--- config.mk ---
export PLATFORM = sky130hd
export DESIGN_NAME = fan_period_meter
export DESIGN_NICKNAME = d
export VERILOG_FILES = /design/src/rtl/fpm_pkg.sv /design/src/rtl/fpm_tick_gen.sv /design/src/rtl/fpm_input_filter.sv /design/src/rtl/fpm_period_fsm.sv /design/src/rtl/fan_period_meter.sv
export SDC_FILE = /design/constraint.sdc
export NUM_CORES = 1
export LEC_CHECK = 0
export CORE_UTILIZATION = 56
export DETAILED_ROUTE_END_ITERATION = 16
export PLACE_DENSITY = 0.82
export SETUP_SLACK_MARGIN = 0.02
export SLEW_MARGIN = 20
export SYNTH_ARGS = -nofsm -noshare
export SYNTH_HDL_FRONTEND = slang
export SYNTH_HIERARCHICAL = 1
export SYNTH_SLANG_ARGS = --single-unit
--- constraint.sdc ---
create_clock -name clk -period 4.5 [get_ports clk]
set_input_delay 0.675 -clock clk [delete_from_list [all_inputs] [get_ports clk]]
set_output_delay 0.675 -clock clk [all_outputs]
set_load 0.01 [all_outputs]
--- src/rtl/fpm_pkg.sv ---
package fpm_pkg;

    typedef enum logic [1:0] {
        EDGE_FALL = 2'b00,
        EDGE_RISE = 2'b01,
        EDGE_BOTH = 2'b10,
        EDGE_NONE = 2'b11
    } edge_mode_e;

    typedef enum logic [1:0] {
        ST_IDLE,
        ST_ARM,
        ST_COUNT,
        ST_STALL
    } per_state_e;

endpackage

--- src/rtl/fpm_tick_gen.sv ---
module fpm_tick_gen #(
    parameter int MAX_CODE = 11,
    parameter int CODE_W   = 4
) (
    input  logic              clk,
    input  logic              rst_n,
    input  logic [CODE_W-1:0] div_code,
    output logic              tick
);
    localparam int PRE_W = 2 * MAX_CODE;
    localparam logic [CODE_W-1:0] CODE_TOP = CODE_W'(MAX_CODE);

    logic [CODE_W-1:0] code_c;
    logic [PRE_W-1:0]  lim_m1;
    logic [PRE_W-1:0]  pre_cnt;

    always_comb begin
        code_c = (div_code > CODE_TOP) ? CODE_TOP : div_code;
        lim_m1 = (PRE_W'(1) << {code_c, 1'b0}) - PRE_W'(1);
        tick   = (pre_cnt >= lim_m1);
    end

    always_ff @(posedge clk or negedge rst_n) begin
        if (!rst_n)    pre_cnt <= '0;
        else if (tick) pre_cnt <= '0;
        else           pre_cnt <= pre_cnt + PRE_W'(1);
    end

    // with a nonzero code, two ticks never fall on adjacent clocks
    p_tick_gap_r2: assert property (@(posedge clk) disable iff (!rst_n)
        (tick && code_c != '0) |=> (!tick || code_c == '0));

endmodule

--- src/rtl/fpm_input_filter.sv ---
module fpm_input_filter #(
    parameter int DEB_W = 4
) (
    input  logic       clk,
    input  logic       rst_n,
    input  logic       pin,
    input  logic       tick,
    input  logic [1:0] deb_sel,
    output logic       raw_o,
    output logic       deb_o
);
    logic             s1_q, s2_q, deb_q;
    logic [DEB_W-1:0] dcnt;
    logic [DEB_W-1:0] need_m1;

    always_comb need_m1 = DEB_W'((32'd2 << deb_sel) - 32'd1);

    always_ff @(posedge clk or negedge rst_n) begin
        if (!rst_n) begin
            s1_q  <= 1'b0;
            s2_q  <= 1'b0;
            deb_q <= 1'b0;
            dcnt  <= '0;
        end else begin
            s1_q <= pin;
            s2_q <= s1_q;
            if (deb_sel == 2'd0) begin
                deb_q <= s2_q;
                dcnt  <= '0;
            end else if (s2_q == deb_q) begin
                dcnt <= '0;
            end else if (tick) begin
                if (dcnt == need_m1) begin
                    deb_q <= s2_q;
                    dcnt  <= '0;
                end else begin
                    dcnt <= dcnt + DEB_W'(1);
                end
            end
        end
    end

    assign raw_o = s2_q;
    assign deb_o = deb_q;

    // when filtering is on, the filtered level moves only on a tick
    p_deb_on_tick_r10: assert property (@(posedge clk) disable iff (!rst_n)
        (deb_sel != 2'd0 && !tick) |=> $stable(deb_q));

endmodule

--- src/rtl/fpm_period_fsm.sv ---
module fpm_period_fsm
    import fpm_pkg::*;
#(
    parameter int CNT_W = 20
) (
    input  logic             clk,
    input  logic             rst_n,
    input  logic             en,
    input  logic             tick,
    input  logic             hit,
    output logic             cap_vld,
    output logic [CNT_W-1:0] cap_val,
    output logic             cap_full,
    output per_state_e       st_o
);
    localparam logic [CNT_W-1:0] ALL1 = {CNT_W{1'b1}};
    localparam logic [CNT_W-1:0] LAST = ALL1 - CNT_W'(1);

    per_state_e       st, nxt;
    logic [CNT_W-1:0] cnt;
    logic             fill;

    assign fill = tick && (cnt == LAST);

    always_ff @(posedge clk or negedge rst_n) begin
        if (!rst_n) st <= ST_IDLE;
        else        st <= nxt;
    end

    always_comb begin
        nxt = st;
        unique case (st)
            ST_IDLE:  if (en) nxt = ST_ARM;
            ST_ARM:   if (!en) nxt = ST_IDLE; else if (hit) nxt = ST_COUNT;
            ST_COUNT: if (!en) nxt = ST_IDLE; else if (!hit && fill) nxt = ST_STALL;
            ST_STALL: if (!en) nxt = ST_IDLE; else if (hit) nxt = ST_COUNT;
        endcase
    end

    always_comb begin
        cap_vld  = 1'b0;
        cap_val  = ALL1;
        cap_full = 1'b0;
        unique case (st)
            ST_COUNT: begin
                cap_vld  = en && (hit || fill);
                cap_val  = hit ? cnt : ALL1;
                cap_full = hit;
            end
            ST_IDLE, ST_ARM, ST_STALL: ;
        endcase
    end

    always_ff @(posedge clk or negedge rst_n) begin
        if (!rst_n)                          cnt <= '0;
        else if (st == ST_IDLE || !en)       cnt <= '0;
        else if (hit)                        cnt <= tick ? CNT_W'(1) : '0;
        else if (st == ST_COUNT && tick)     cnt <= cnt + CNT_W'(1);
    end

    assign st_o = st;

    // dropping the enable always lands in IDLE
    p_idle_when_off_r12: assert property (@(posedge clk) disable iff (!rst_n)
        !en |=> (st == ST_IDLE));

    // a stalled measurement waits for an edge
    p_stall_wait_r4: assert property (@(posedge clk) disable iff (!rst_n)
        (st == ST_STALL && en && !hit) |=> (st == ST_STALL));

endmodule

--- src/rtl/fan_period_meter.sv ---
module fan_period_meter
    import fpm_pkg::*;
#(
    parameter int CNT_W    = 20,
    parameter int MAX_CODE = 11,
    parameter int DEB_W    = 4
) (
    input  logic             clk,
    input  logic             rst_n,
    input  logic             tach_in,
    input  logic             pwm_loop,
    input  logic             loop_en,
    input  logic             meas_en,
    input  logic [1:0]       edge_sel,
    input  logic [1:0]       deb_sel,
    input  logic [3:0]       div_code,
    input  logic [CNT_W-1:0] limit,
    input  logic             limit_inv,
    input  logic             irq_en,
    input  logic             val_rd,
    input  logic             irq_clr,
    output logic [CNT_W-1:0] meas_val,
    output logic             val_upd,
    output logic             full_meas,
    output logic             raw_lvl,
    output logic             deb_lvl,
    output logic             irq_sts,
    output logic             irq
);
    localparam logic [CNT_W-1:0] ALL1 = {CNT_W{1'b1}};

    logic             tick, pin_sel, prev_q, hit, trip;
    logic             cap_vld, cap_full;
    logic [CNT_W-1:0] cap_val;
    per_state_e       fsm_st;
    edge_mode_e       mode;

    assign pin_sel = loop_en ? pwm_loop : tach_in;
    assign mode    = edge_mode_e'(edge_sel);

    fpm_tick_gen #(.MAX_CODE(MAX_CODE), .CODE_W(4)) u_tick (
        .clk(clk), .rst_n(rst_n), .div_code(div_code), .tick(tick));

    fpm_input_filter #(.DEB_W(DEB_W)) u_filt (
        .clk(clk), .rst_n(rst_n), .pin(pin_sel), .tick(tick),
        .deb_sel(deb_sel), .raw_o(raw_lvl), .deb_o(deb_lvl));

    always_ff @(posedge clk or negedge rst_n) begin
        if (!rst_n) prev_q <= 1'b0;
        else        prev_q <= deb_lvl;
    end

    always_comb begin
        unique case (mode)
            EDGE_FALL: hit = prev_q & ~deb_lvl;
            EDGE_RISE: hit = ~prev_q & deb_lvl;
            EDGE_BOTH: hit = prev_q ^ deb_lvl;
            EDGE_NONE: hit = 1'b0;
        endcase
    end

    fpm_period_fsm #(.CNT_W(CNT_W)) u_fsm (
        .clk(clk), .rst_n(rst_n), .en(meas_en), .tick(tick), .hit(hit),
        .cap_vld(cap_vld), .cap_val(cap_val), .cap_full(cap_full), .st_o(fsm_st));

    assign trip = limit_inv ? (cap_val < limit) : (cap_val > limit);

    always_ff @(posedge clk or negedge rst_n) begin
        if (!rst_n) begin
            meas_val  <= '0;
            full_meas <= 1'b0;
            val_upd   <= 1'b0;
            irq_sts   <= 1'b0;
        end else begin
            if (cap_vld) begin
                meas_val  <= cap_val;
                full_meas <= cap_full;
            end else if (!meas_en) begin
                full_meas <= 1'b0;
            end
            if (cap_vld)     val_upd <= 1'b1;
            else if (val_rd) val_upd <= 1'b0;
            if (cap_vld && irq_en && trip) irq_sts <= 1'b1;
            else if (irq_clr)              irq_sts <= 1'b0;
        end
    end

    assign irq = irq_sts & irq_en;

    // an all-ones result never claims a complete period
    p_sat_not_full_r4: assert property (@(posedge clk) disable iff (!rst_n)
        (meas_val == ALL1) |-> !full_meas);

    // a fresh update only comes out of the counting state
    p_upd_from_count_r6: assert property (@(posedge clk) disable iff (!rst_n)
        $rose(val_upd) |-> ($past(fsm_st) == ST_COUNT));

    // status rises only while the interrupt was enabled
    p_irq_needs_en_r7: assert property (@(posedge clk) disable iff (!rst_n)
        $rose(irq_sts) |-> $past(irq_en));

    // a clear with no concurrent trip drops the status
    p_clear_works_r8: assert property (@(posedge clk) disable iff (!rst_n)
        (irq_clr && !cap_vld) |=> !irq_sts);

endmodule

### After elaboration in Yosys (flattened, before gate mapping)

Cells that the tools add are included.

| operators by class | value |
|---|---|
| add/sub/neg operators | 5 |
| magnitude comparators | 4 |
| equality and inequality tests | 14 |
| shift operators | 2 |
| multiplexer cells | 33 |
| bitwise logic cells | 6 |
| reductions and logical operators | 22 |

Operators by type and width:

| operator | count |
|---|---|
| 20-bit 2-to-1 mux | 5 |
| 22-bit by 1-bit adder with 22-bit output (second input constant) | 1 |
| 22-bit greater-or-equal comparator | 1 |
| 22-bit 2-to-1 mux | 1 |
| 1-bit by 5-bit left shift with 22-bit output (first input constant) | 1 |
| 22-bit by 2-bit subtractor with 22-bit output (second input constant) | 1 |
| 20-bit by 1-bit adder with 20-bit output (second input constant) | 1 |
| 20-bit equality test (second input constant) | 1 |
| 20-bit > comparator | 1 |
| 20-bit less-than comparator | 1 |
| 4-bit 2-to-1 mux | 5 |
| 1-bit 2-to-1 mux | 15 |
| 2-bit 2-to-1 mux | 5 |
| 2-bit equality test (second input constant) | 4 |
| 2-bit nonzero test | 4 |
| 1-bit logical AND | 6 |
| 2-bit logical NOT | 3 |
| 3-bit by 2-bit inequality test with 1-bit output (second input constant) | 2 |
| 2-bit case mux with 3 select lines | 1 |
| 3-bit AND reduction | 2 |
| 3-bit nonzero test | 2 |
| 4-bit by 1-bit adder with 4-bit output (second input constant) | 1 |
| 2-bit by 1-bit equality test with 1-bit output (second input constant) | 2 |
| 4-bit equality test | 1 |
| 13 further kinds | 19 |

| word-level totals | value |
|---|---|
| bits in registers | 75 |
| bits of input ports | 38 |
| word-level logic and storage cells | 98 |

### Depth between registers and ports, before layout

Gate-level depths: netlist (run 1).

| logic depth | value |
|---|---|
| depth in word-level cells | 12 |
| mapped depth | 21 |

### Cells and area by module

Netlist (run 1), hierarchy kept.

By module, submodules not included:

| module | times used | cells each | area an instance (um^2) | seq. area each (um^2) |
|---|---|---|---|---|
| fpm_tick_gen | 1 | 216 | 1853.0 | 550.5 |
| fan_period_meter | 1 | 139 | 1470.2 | 600.6 |
| fpm_period_fsm | 1 | 151 | 1347.5 | 550.5 |
| fpm_input_filter | 1 | 33 | 349.1 | 175.2 |

### Worst setup path after synthesis (run 1)

Ideal clock, no wire load.

| path | value |
|---|---|
| path type | input port to flip-flop |
| start | input div_code[1] |
| end | register meas_val[0] |
| library setup time | 0.125 ns |
| arrival time | 5.053 ns |
| required time | 4.375 ns |
| setup slack | -0.678 ns |
| stages on the path | 19 |
| cells stage by stage | clkbuf_1 or2_2 or3_1 ha_1 clkbuf_1 o31ai_1 a22oi_1 ha_1 and4_1 nand2_1 nor4_1 a2111o_1 nand2b_1 nand3_1 nor3_1 o211a_1 clkbuf_1 clkbuf_1 mux2_2 |

| between the ends | value |
|---|---|
| word-level cells in the longest chain between the ends | 9 |

Ends and longest elaborated chain:

| element | RTL line | source |
|---|---|---|
| start: declaration | fan_period_meter.sv:16 | `input logic [3:0] div_code,` |
| 4-bit > comparator | fpm_tick_gen.sv:18 | `code_c = (div_code > CODE_TOP) ? CODE_TOP : div_code;` |
| 4-bit 2-to-1 mux (*) | fpm_tick_gen.sv:18 |  |
| 1-bit by 5-bit left shift with 22-bit output (*) | fpm_tick_gen.sv:19 | `lim_m1 = (PRE_W'(1) << {code_c, 1'b0}) - PRE_W'(1);` |
| 22-bit by 2-bit subtractor with 22-bit output (*) | fpm_tick_gen.sv:19 |  |
| 22-bit greater-or-equal comparator (*) | fpm_tick_gen.sv:20 | `tick = (pre_cnt >= lim_m1);` |
| net tick | fan_period_meter.sv:32 | `logic tick, pin_sel, prev_q, hit, trip;` |
| 1-bit logical AND (*) | fpm_period_fsm.sv:23 | `assign fill = tick && (cnt == LAST);` |
| 1-bit logical OR (*) | fpm_period_fsm.sv:46 | `cap_vld = en && (hit \|\| fill);` |
| 1-bit logical AND (*) | fpm_period_fsm.sv:46 |  |
| 1-bit 2-to-1 mux (*) | fpm_period_fsm.sv:44 | `unique case (st)` |
| net cap_vld | fan_period_meter.sv:33 | `logic cap_vld, cap_full;` |
| end signal: assignment | fan_period_meter.sv:76 | `meas_val <= cap_val;` |
| end: declaration | fan_period_meter.sv:22 | `output logic [CNT_W-1:0] meas_val,` |

Mark *: on every way through the listed nets, which the timed path passes. The rest lies on a longest branch.
A chain may end at the register's enable or synchronous reset.

### Worst setup path in the final report (run 1)

| path | value |
|---|---|
| start | input div_code[2] |
| end | register irq_sts |

| between the ends | value |
|---|---|
| word-level cells in the longest chain between the ends | 12 |
| elaborated cells on any way between the ends | 13 |

Ends and longest elaborated chain:

| element | RTL line | source |
|---|---|---|
| 4-bit > comparator | fpm_tick_gen.sv:18 |  |
| 4-bit 2-to-1 mux (*) | fpm_tick_gen.sv:18 |  |
| 1-bit by 5-bit left shift with 22-bit output (*) | fpm_tick_gen.sv:19 |  |
| 22-bit by 2-bit subtractor with 22-bit output (*) | fpm_tick_gen.sv:19 |  |
| 22-bit greater-or-equal comparator (*) | fpm_tick_gen.sv:20 |  |
| net tick | fan_period_meter.sv:32 |  |
| 1-bit logical AND (*) | fpm_period_fsm.sv:23 |  |
| 1-bit logical OR (*) | fpm_period_fsm.sv:46 |  |
| 1-bit logical AND (*) | fpm_period_fsm.sv:46 |  |
| 1-bit 2-to-1 mux (*) | fpm_period_fsm.sv:44 |  |
| net cap_vld | fan_period_meter.sv:33 |  |
| 1-bit logical AND (*) (2 in a row) | fan_period_meter.sv:83 | `if (cap_vld && irq_en && trip) irq_sts <= 1'b1;` |
| 1-bit 2-to-1 mux or 2-bit nonzero test (tied branches) | n/a |  |
| end signal: assignment | fan_period_meter.sv:73 | `irq_sts <= 1'b0;` |
| end signal: assignment | fan_period_meter.sv:83 |  |
| end signal: assignment | fan_period_meter.sv:84 | `else if (irq_clr) irq_sts <= 1'b0;` |
| end: declaration | fan_period_meter.sv:27 | `output logic irq_sts,` |

Marks and branches as above.

==> results of run 1 <==
stage by stage:
step	hold WS, ns	utilization (%)	instance area (um2)
floorplan	0.331	-	5070
global placement	0.336	67.7	5910
detailed placement	0.363	67.7	5910
CTS	0.362	70.0	6100
global route	0.368	71.6	6250
finish	0.355	71.6	6250
state kept, by name, indices dropped and copies added, names as in the netlist:
signal / flops
u_filt/deb_o: 1
u_fsm/cnt: 20
u_fsm/st_o: 2
meas_val: 20
irq_sts: 1
u_filt/s1_q: 1
full_meas: 1
u_filt/dcnt: 4
prev_q: 1
val_upd: 1
u_filt/raw_o: 1
u_tick/pre_cnt: 22
cell usage in the layout, fill, tap and decap left out, drive strengths merged, types with 22 or more instances in the layout:
cell type,count
inv,40
a21oi,34
nor2,40
ha,49
mux2,22
dfrtp,75
xnor2,29
clkdlybuf4s50,59
nand2,45
buf,30
metal layers:
layer | wire (um) | share of wire [%]
met5 | 0 | 0
met4 | 274 | 2.2
met3 | 693 | 5.7
met2 | 5790 | 47
met1 | 5450 | 45
cell type report:
cell class                 count  area (um2)  share of cell area, %
tap                          108         135                   2.16
inverter                      40         150                   2.40
clock inverter                 2        35.0                  0.561
clock buffer                  13         159                   2.54
sequential                    75        1880                   30.0
timing repair buffer          93         908                   14.5
multi-input combinational    405        2980                   47.7
cell families (layout without fill, tap and decap cells):
| family | after synthesis | after routing | share of synthesized area [%] |
|---|---|---|---|
| flops | 75 | 75 | 37.4 |
| compound gates | 85 | 85 | 10.5 |
| xor+xnor | 35 | 35 | 6.11 |
| simple gates | 213 | 213 | 24.0 |
| buf+inv | 59 | 148 | 4.64 |
| mux | 23 | 23 | 5.13 |
| fa+ha+maj | 49 | 49 | 12.2 |
report_power, final:
part | internal, mW | leakage (nW) | total [mW] | switching [mW]
registers | 0.802 | 0.958 | 0.928 | 0.126
logic | 0.416 | 1.68 | 0.761 | 0.346
clock network | 0.283 | 0.0995 | 0.519 | 0.236
total | 1.50 | 2.74 | 2.21 | 0.707
path summary, 6_finish.rpt:
kind | startpoint | to | slack [ns] | depth (start not counted)
worst max-delay path | div_code[2] | irq_sts | 0.19 | 17
worst max register to register | u_filt/deb_o | irq_sts | 0.72 | 13
worst min register to register | u_filt/s1_q | u_filt/raw_o | 0.36 | 0
worst min-delay path | u_filt/s1_q | u_filt/raw_o | 0.36 | 0
min in group asynchronous | rst_n | meas_val[9] | 0.38 | 1
max in group asynchronous | rst_n | u_tick/pre_cnt[19] | 3.09 | 2
what timing repair did:
item / in CTS / in global routing
endpoints found under the hold margin: 0 / 0
setup endpoints to repair: 0 / 21
setup buffers: 0 / 7
resized for setup: 0 / 16
==> reports/summary.txt, run 1 <==
status: complete, no violations
max_cap viols: 0
leakage: 2.74 nW
DRT Wirelength: 12,200 um
width of the die: 96.7 um
post-synth top area share: 37.4%
DRC: 0
setup TNS: 0 ns
GR Util met3: 3.40%
H-tree levels: 3
Inserted Clock Buffers: 9
Max clock buf depth: 2
vias in the first global route: 4,175
GRT overflow: 0
Starting DRT DRC Count: 290
gr busiest metal: met2
Placer Congestion: 0.878
Die H: 96.7 um
initial antenna violation count: 0
Layout Area Growth over Synthesis: 24.5%
met2 Usage GRT: 41.3%
Post-DRT Antenna Nets: 0
Post-synth EDFFs: 0
syn_nets: 626
Layout Cells excl Fill: 736
first-pass GRT wire length: 19,700 um
fraction of layout cells with a size suffix above 1: 17.4%
Port-buffer cells: 63
crit path capture type: flop
most frequent cell after synthesis: dfrtp_1
CP max FO: 4
All-Layer GR Usage: 25.6%
Cell Count Post-Placement: 713
CP required: 4.76 ns
Relative slew margins: 52.1%
ranking of synthesized cells by area: dfrtp_1, ha_1, xnor2_1, mux2_2, a21oi_1
post-synth cell types: 55
Final period util: 95.7%
Layout Skew: 0.00902 ns
Root Driver: clkbuf_8
Critical path buffers and inverters: 1
fraction of registers with async set or reset after synthesis: 100%
TritonCTS clock tree: built
final setup vio count: 0
drt pass-1 iters: 5
number of vias per cell: 5.89
hold_buf cts: 0
Initial Utilization: 57.6%
vias post-DR: 4,336
Peak Freq: 232 MHz
IO Pins: 64
worst-skew pair later-pin latency: 0.34 ns
Final #Nets: 711
# clock sinks: 75
Total Power: 2.21 mW
Max stage delay on crit path: 0.51 ns
largest net degree at the start of global routing: 45
DIE AREA: 9350 um2
Seq/Total Area, Yosys: 37.4%
slowest CP cell: or4_4
area leader, netlist: dfrtp_1
worst setup margin: 0.193 ns
CORE AREA: 8720 um2
Placement Setup Slack: -0.209 ns
Tightest Pin Transition: 0.719 ns
std cell rows: 34
hold crit path type: flop to flop
routed len/inst: 16.6 um
synthesized flop and latch total: 75
Peak VDD IR: 0.258 mV
crit path DAT: 4.57 ns
placed wire-length estimate: 8680 um
PD cells: 354 nW/um2
Fin. Hold Viols: 0
Syn Area/Cell: 9.31 um2
fillers: 631
Post-Syn Area: 5020 um2
Critical Path Source Type: input port
minimum clock period after layout: 4.31 ns
Post-synth top cells: dfrtp_1, ha_1, nand2_1
Crit path max-delay family: simple AND/OR/NAND/NOR gates
cells after synthesis: 539
yosys warns: 6
ys flop type: dfrtp_1
clock slew at reported path FFs: 0.08 ns
CP cell instances: clkdlybuf4s50_1 -> or3_4 -> ha_4 -> o31ai_1 -> a22oi_1 -> ha_1 -> and4_1 -> nand2_2 -> nor4_2 -> a2111o_1 -> nand2b_4 -> nand3_2 -> nor3_2 -> o211a_1 -> nand3_1 -> or4_4 -> o221ai_2
Crit Path Class: input port to flop
antenna cell count: 0
max-slew violation count: 0
GRT met1 Usage: 35.4%
(Power assumes the default switching activity.)
==> inputs of run 2 (changes only) <==
- SKIP_CTS_REPAIR_TIMING: default -> 1
- SYNTH_HIERARCHICAL: 1 -> default
- TNS_END_PERCENT: default -> 100
==> run 2 against run 1 <==
  * Maximum frequency grew 2.4%
  * Die area down 4.5%
  * Via count fell by 4.7%
  * Design area down 7.7%
  * Global-route usage up 0.70 points
  * Power decreased by 20%
  * Sequential power down 9.5%
  * Synthesized cell count is 2.4% lower
==> reports/summary.txt, run 2 <==
status: complete, no violations
H-tree levels: 3 (unchanged)
synthesized flop and latch total: 75 (unchanged)
Layout Skew: 0.00515 ns (-0.00387 ns)
largest register by flop count: u_tick.pre_cnt
# clock sinks: 75 (unchanged)
Placer Congestion: 0.913 (+3.9%)
Seq/Total Area, Yosys: 39.2% (+1.8 points)
vias in the first global route: 3,961 (-5.1%)
Post-synth top cells: dfrtp_1, nor2_1, ha_1
TritonCTS clock tree: built
width of the die: 94.5 um (-2.3%)
Tightest Pin Transition: 0.690 ns (-0.0288 ns)
ranking of synthesized cells by area: dfrtp_1, ha_1, nor2_1, xor2_1, o22a_1
Post-Syn Area: 4790 um2 (-4.6%)
CORE AREA: 8260 um2 (-5.3%)
most frequent cell after synthesis: dfrtp_1
leakage: 2.61 nW (-4.9%)
std cell rows: 33 (-2.9%)
drt pass-1 iters: 4 (-1)
largest net degree at the start of global routing: 47 (+4.4%)
Relative slew margins: 54.0% (+1.9 points)
Initial Utilization: 58.0% (+0.45 points)
ys flop type: dfrtp_1
post-synth top area share: 39.2% (+1.8 points)
unrepaired setup endpoints after global routing: no
CP required: 4.76 ns (about the same)
number of vias per cell: 5.85 (-0.66%)
share of total power in the clock network: 24.0% (+0.5 points)
Max clock buf depth: 2 (unchanged)
Post-DRT Antenna Nets: 0 (unchanged)
Starting DRT DRC Count: 186 (-36%)
GRT overflow: 0 (unchanged)
Inserted Clock Buffers: 9 (unchanged)
Internal Pwr Total: 1.26 mW (-16%)
instance area at placement: 5620 um2 (-4.9%)
max FFs per register: 22 (unchanged)
crit path DAT: 4.47 ns (-0.10 ns)
Peak VDD IR: 0.130 mV (-50%)
vias post-DR: 4,132 (-4.7%)
first-pass GRT wire length: 18,000 um (-8.7%)
most frequent cells in the layout: dfrtp_1, nor2_1, clkdlybuf4s50_1
PD cells: 308 nW/um2 (-13%)
placed wire-length estimate: 8460 um (-2.5%)
hold crit path type: flop to flop
max_cap viols: 0 (unchanged)
DRT Wirelength: 11,300 um (-7.2%)
Final period util: 93.4% (-2.3 points)
Seq pwr share: 47.3% (+5.3 points)
syn_nets: 613 (-2.1%)
fin area: 5770 um2 (-7.7%)
Final Core Density: 69.8% (-1.8 points)
DIE AREA: 8930 um2 (-4.5%)
All-Layer GR Usage: 26.3% (+0.70 points)
Die H: 94.5 um (-2.3%)
clock slew at reported path FFs: 0.07 ns (about the same)
Final #Nets: 685 (-3.7%)
setup TNS: 0 ns (unchanged)
minimum clock period after layout: 4.20 ns (-0.103 ns)
Sw Share: 28.8% (-3.3 points)
Layout Area Growth over Synthesis: 20.4%
CP max FO: 30 (+26)
Post-synth EDFFs: 0 (unchanged)
initial antenna violation count: 0 (unchanged)
combinational share of power: 28.7% (-5.8 points)
cells after synthesis: 526 (-2.4%)
Peak Freq: 238 MHz (+2.4%)
DRC: 0 (unchanged)
max-slew violation count: 0 (unchanged)
routed len/inst: 16.0 um (-3.3%)
Port-buffer cells: 63 (unchanged)
Fin. Hold Viols: 0 (unchanged)
most common cell after layout, fill and taps aside: dfrtp_1
worst-skew pair later-pin latency: 0.34 ns (about the same)
Largest regs: u_tick.pre_cnt x22, meas_val x20, u_fsm.cnt x20
sw power: 0.511 mW (-28%)
final setup vio count: 0 (unchanged)
r2r setup slk: 0.75 ns (+0.03 ns)
post-synth cell types: 49 (-11%)
Crit Path Class: input port to flop
Root Driver: clkbuf_8
Syn Area/Cell: 9.11 um2 (-2.2%)
antenna cell count: 0 (unchanged)
crit path capture type: flop
IO Pins: 64 (unchanged)
Critical Path Source Type: input port
fraction of layout cells with a size suffix above 1: 9.32% (-8.0 points)
area leader, netlist: dfrtp_1
fraction of registers with async set or reset after synthesis: 100% (unchanged)
yosys warns: 0 (-6)
==> run 2: area by class of cell <==
type / count / area [um2]
well taps: 105 / 131
clock inverters: 3 / 17.5
repair buffers: 81 / 773
multi-input cells: 393 / 2700
clock buffers: 11 / 131
fillers: 633 / 2490
inverters: 38 / 143
flip-flops and latches: 75 / 1880
==> run 2: metal layers <==
metal | track usage, % | wire length, um
met1 | 30.8 | 4730
met2 | 46.7 | 5780
met3 | 4.59 | 497
met4 | 12.6 | 322
met5 | 0 | 0
==> run 2: critical path, stage by stage <==
cell,delay (ns)
clkdlybuf4s50_1,0.42
nor3_1,0.32
nand2b_1,0.13
ha_1,0.21
nor4b_1,0.31
a21oi_1,0.07
o22a_1,0.21
ha_1,0.34
nand4_1,0.15
nor4_2,0.34
o211ai_1,0.19
o211ai_4,0.24
buf_12,0.21
nand4_1,0.13
or3_1,0.36
a21oi_1,0.15
==> run 2: through the flow <==
stage | cells | hold slack (ns) | total power, mW | setup WS [ns]
floorplan | 526 | 0.331 | 1.06 | 0.602
global placement | 692 | 0.335 | 1.34 | 0.195
detailed placement | 692 | 0.338 | 1.36 | 0.0230
CTS | 706 | 0.354 | 1.79 | 0.357
global route | 706 | 0.375 | 1.87 | 0.0636
finish | 706 | 0.352 | 1.78 | 0.296
==> run 2: final timing paths <==
kind / start / endpoint / cells past startpoint
max: div_code[2] / u_filt.dcnt[3] / 16
min: u_filt.s1_q / u_filt.raw_o / 0
max reg2reg: u_filt.deb_o / irq_sts / 15
min reg2reg: u_filt.s1_q / u_filt.raw_o / 0
max in group asynchronous: rst_n / u_fsm.st_o[0] / 2
min in group asynchronous: rst_n / meas_val[4] / 1
==> run 2: kinds of logic after synthesis <==
logic type	count (synthesis)	share of synthesized area [%]
AND/OR/NAND/NOR	202	21.8
AO/OA/AOI/OAI	99	13.5
flip-flops	75	39.2
buffers and inverters	58	4.75
adder cells (fa/ha/maj)	49	12.8
XOR/XNOR	38	6.95
multiplexers	5	1.10
==> run 2: power by group through the flow <==
stage / Clock [mW] / Combinational, mW / Sequential (mW)
finish: 0.426 / 0.510 / 0.840
global route: 0.462 / 0.555 / 0.851
CTS: 0.433 / 0.514 / 0.840
detailed placement: 0 / 0.511 / 0.853
global placement: 0 / 0.491 / 0.847
floorplan: 0 / 0.173 / 0.885
==> inputs of run 3 (changes only) <==
- SKIP_CTS_REPAIR_TIMING: 1 -> default
==> results of run 3 <==
Final layout, timing and power as in run 2 (identical DEF).
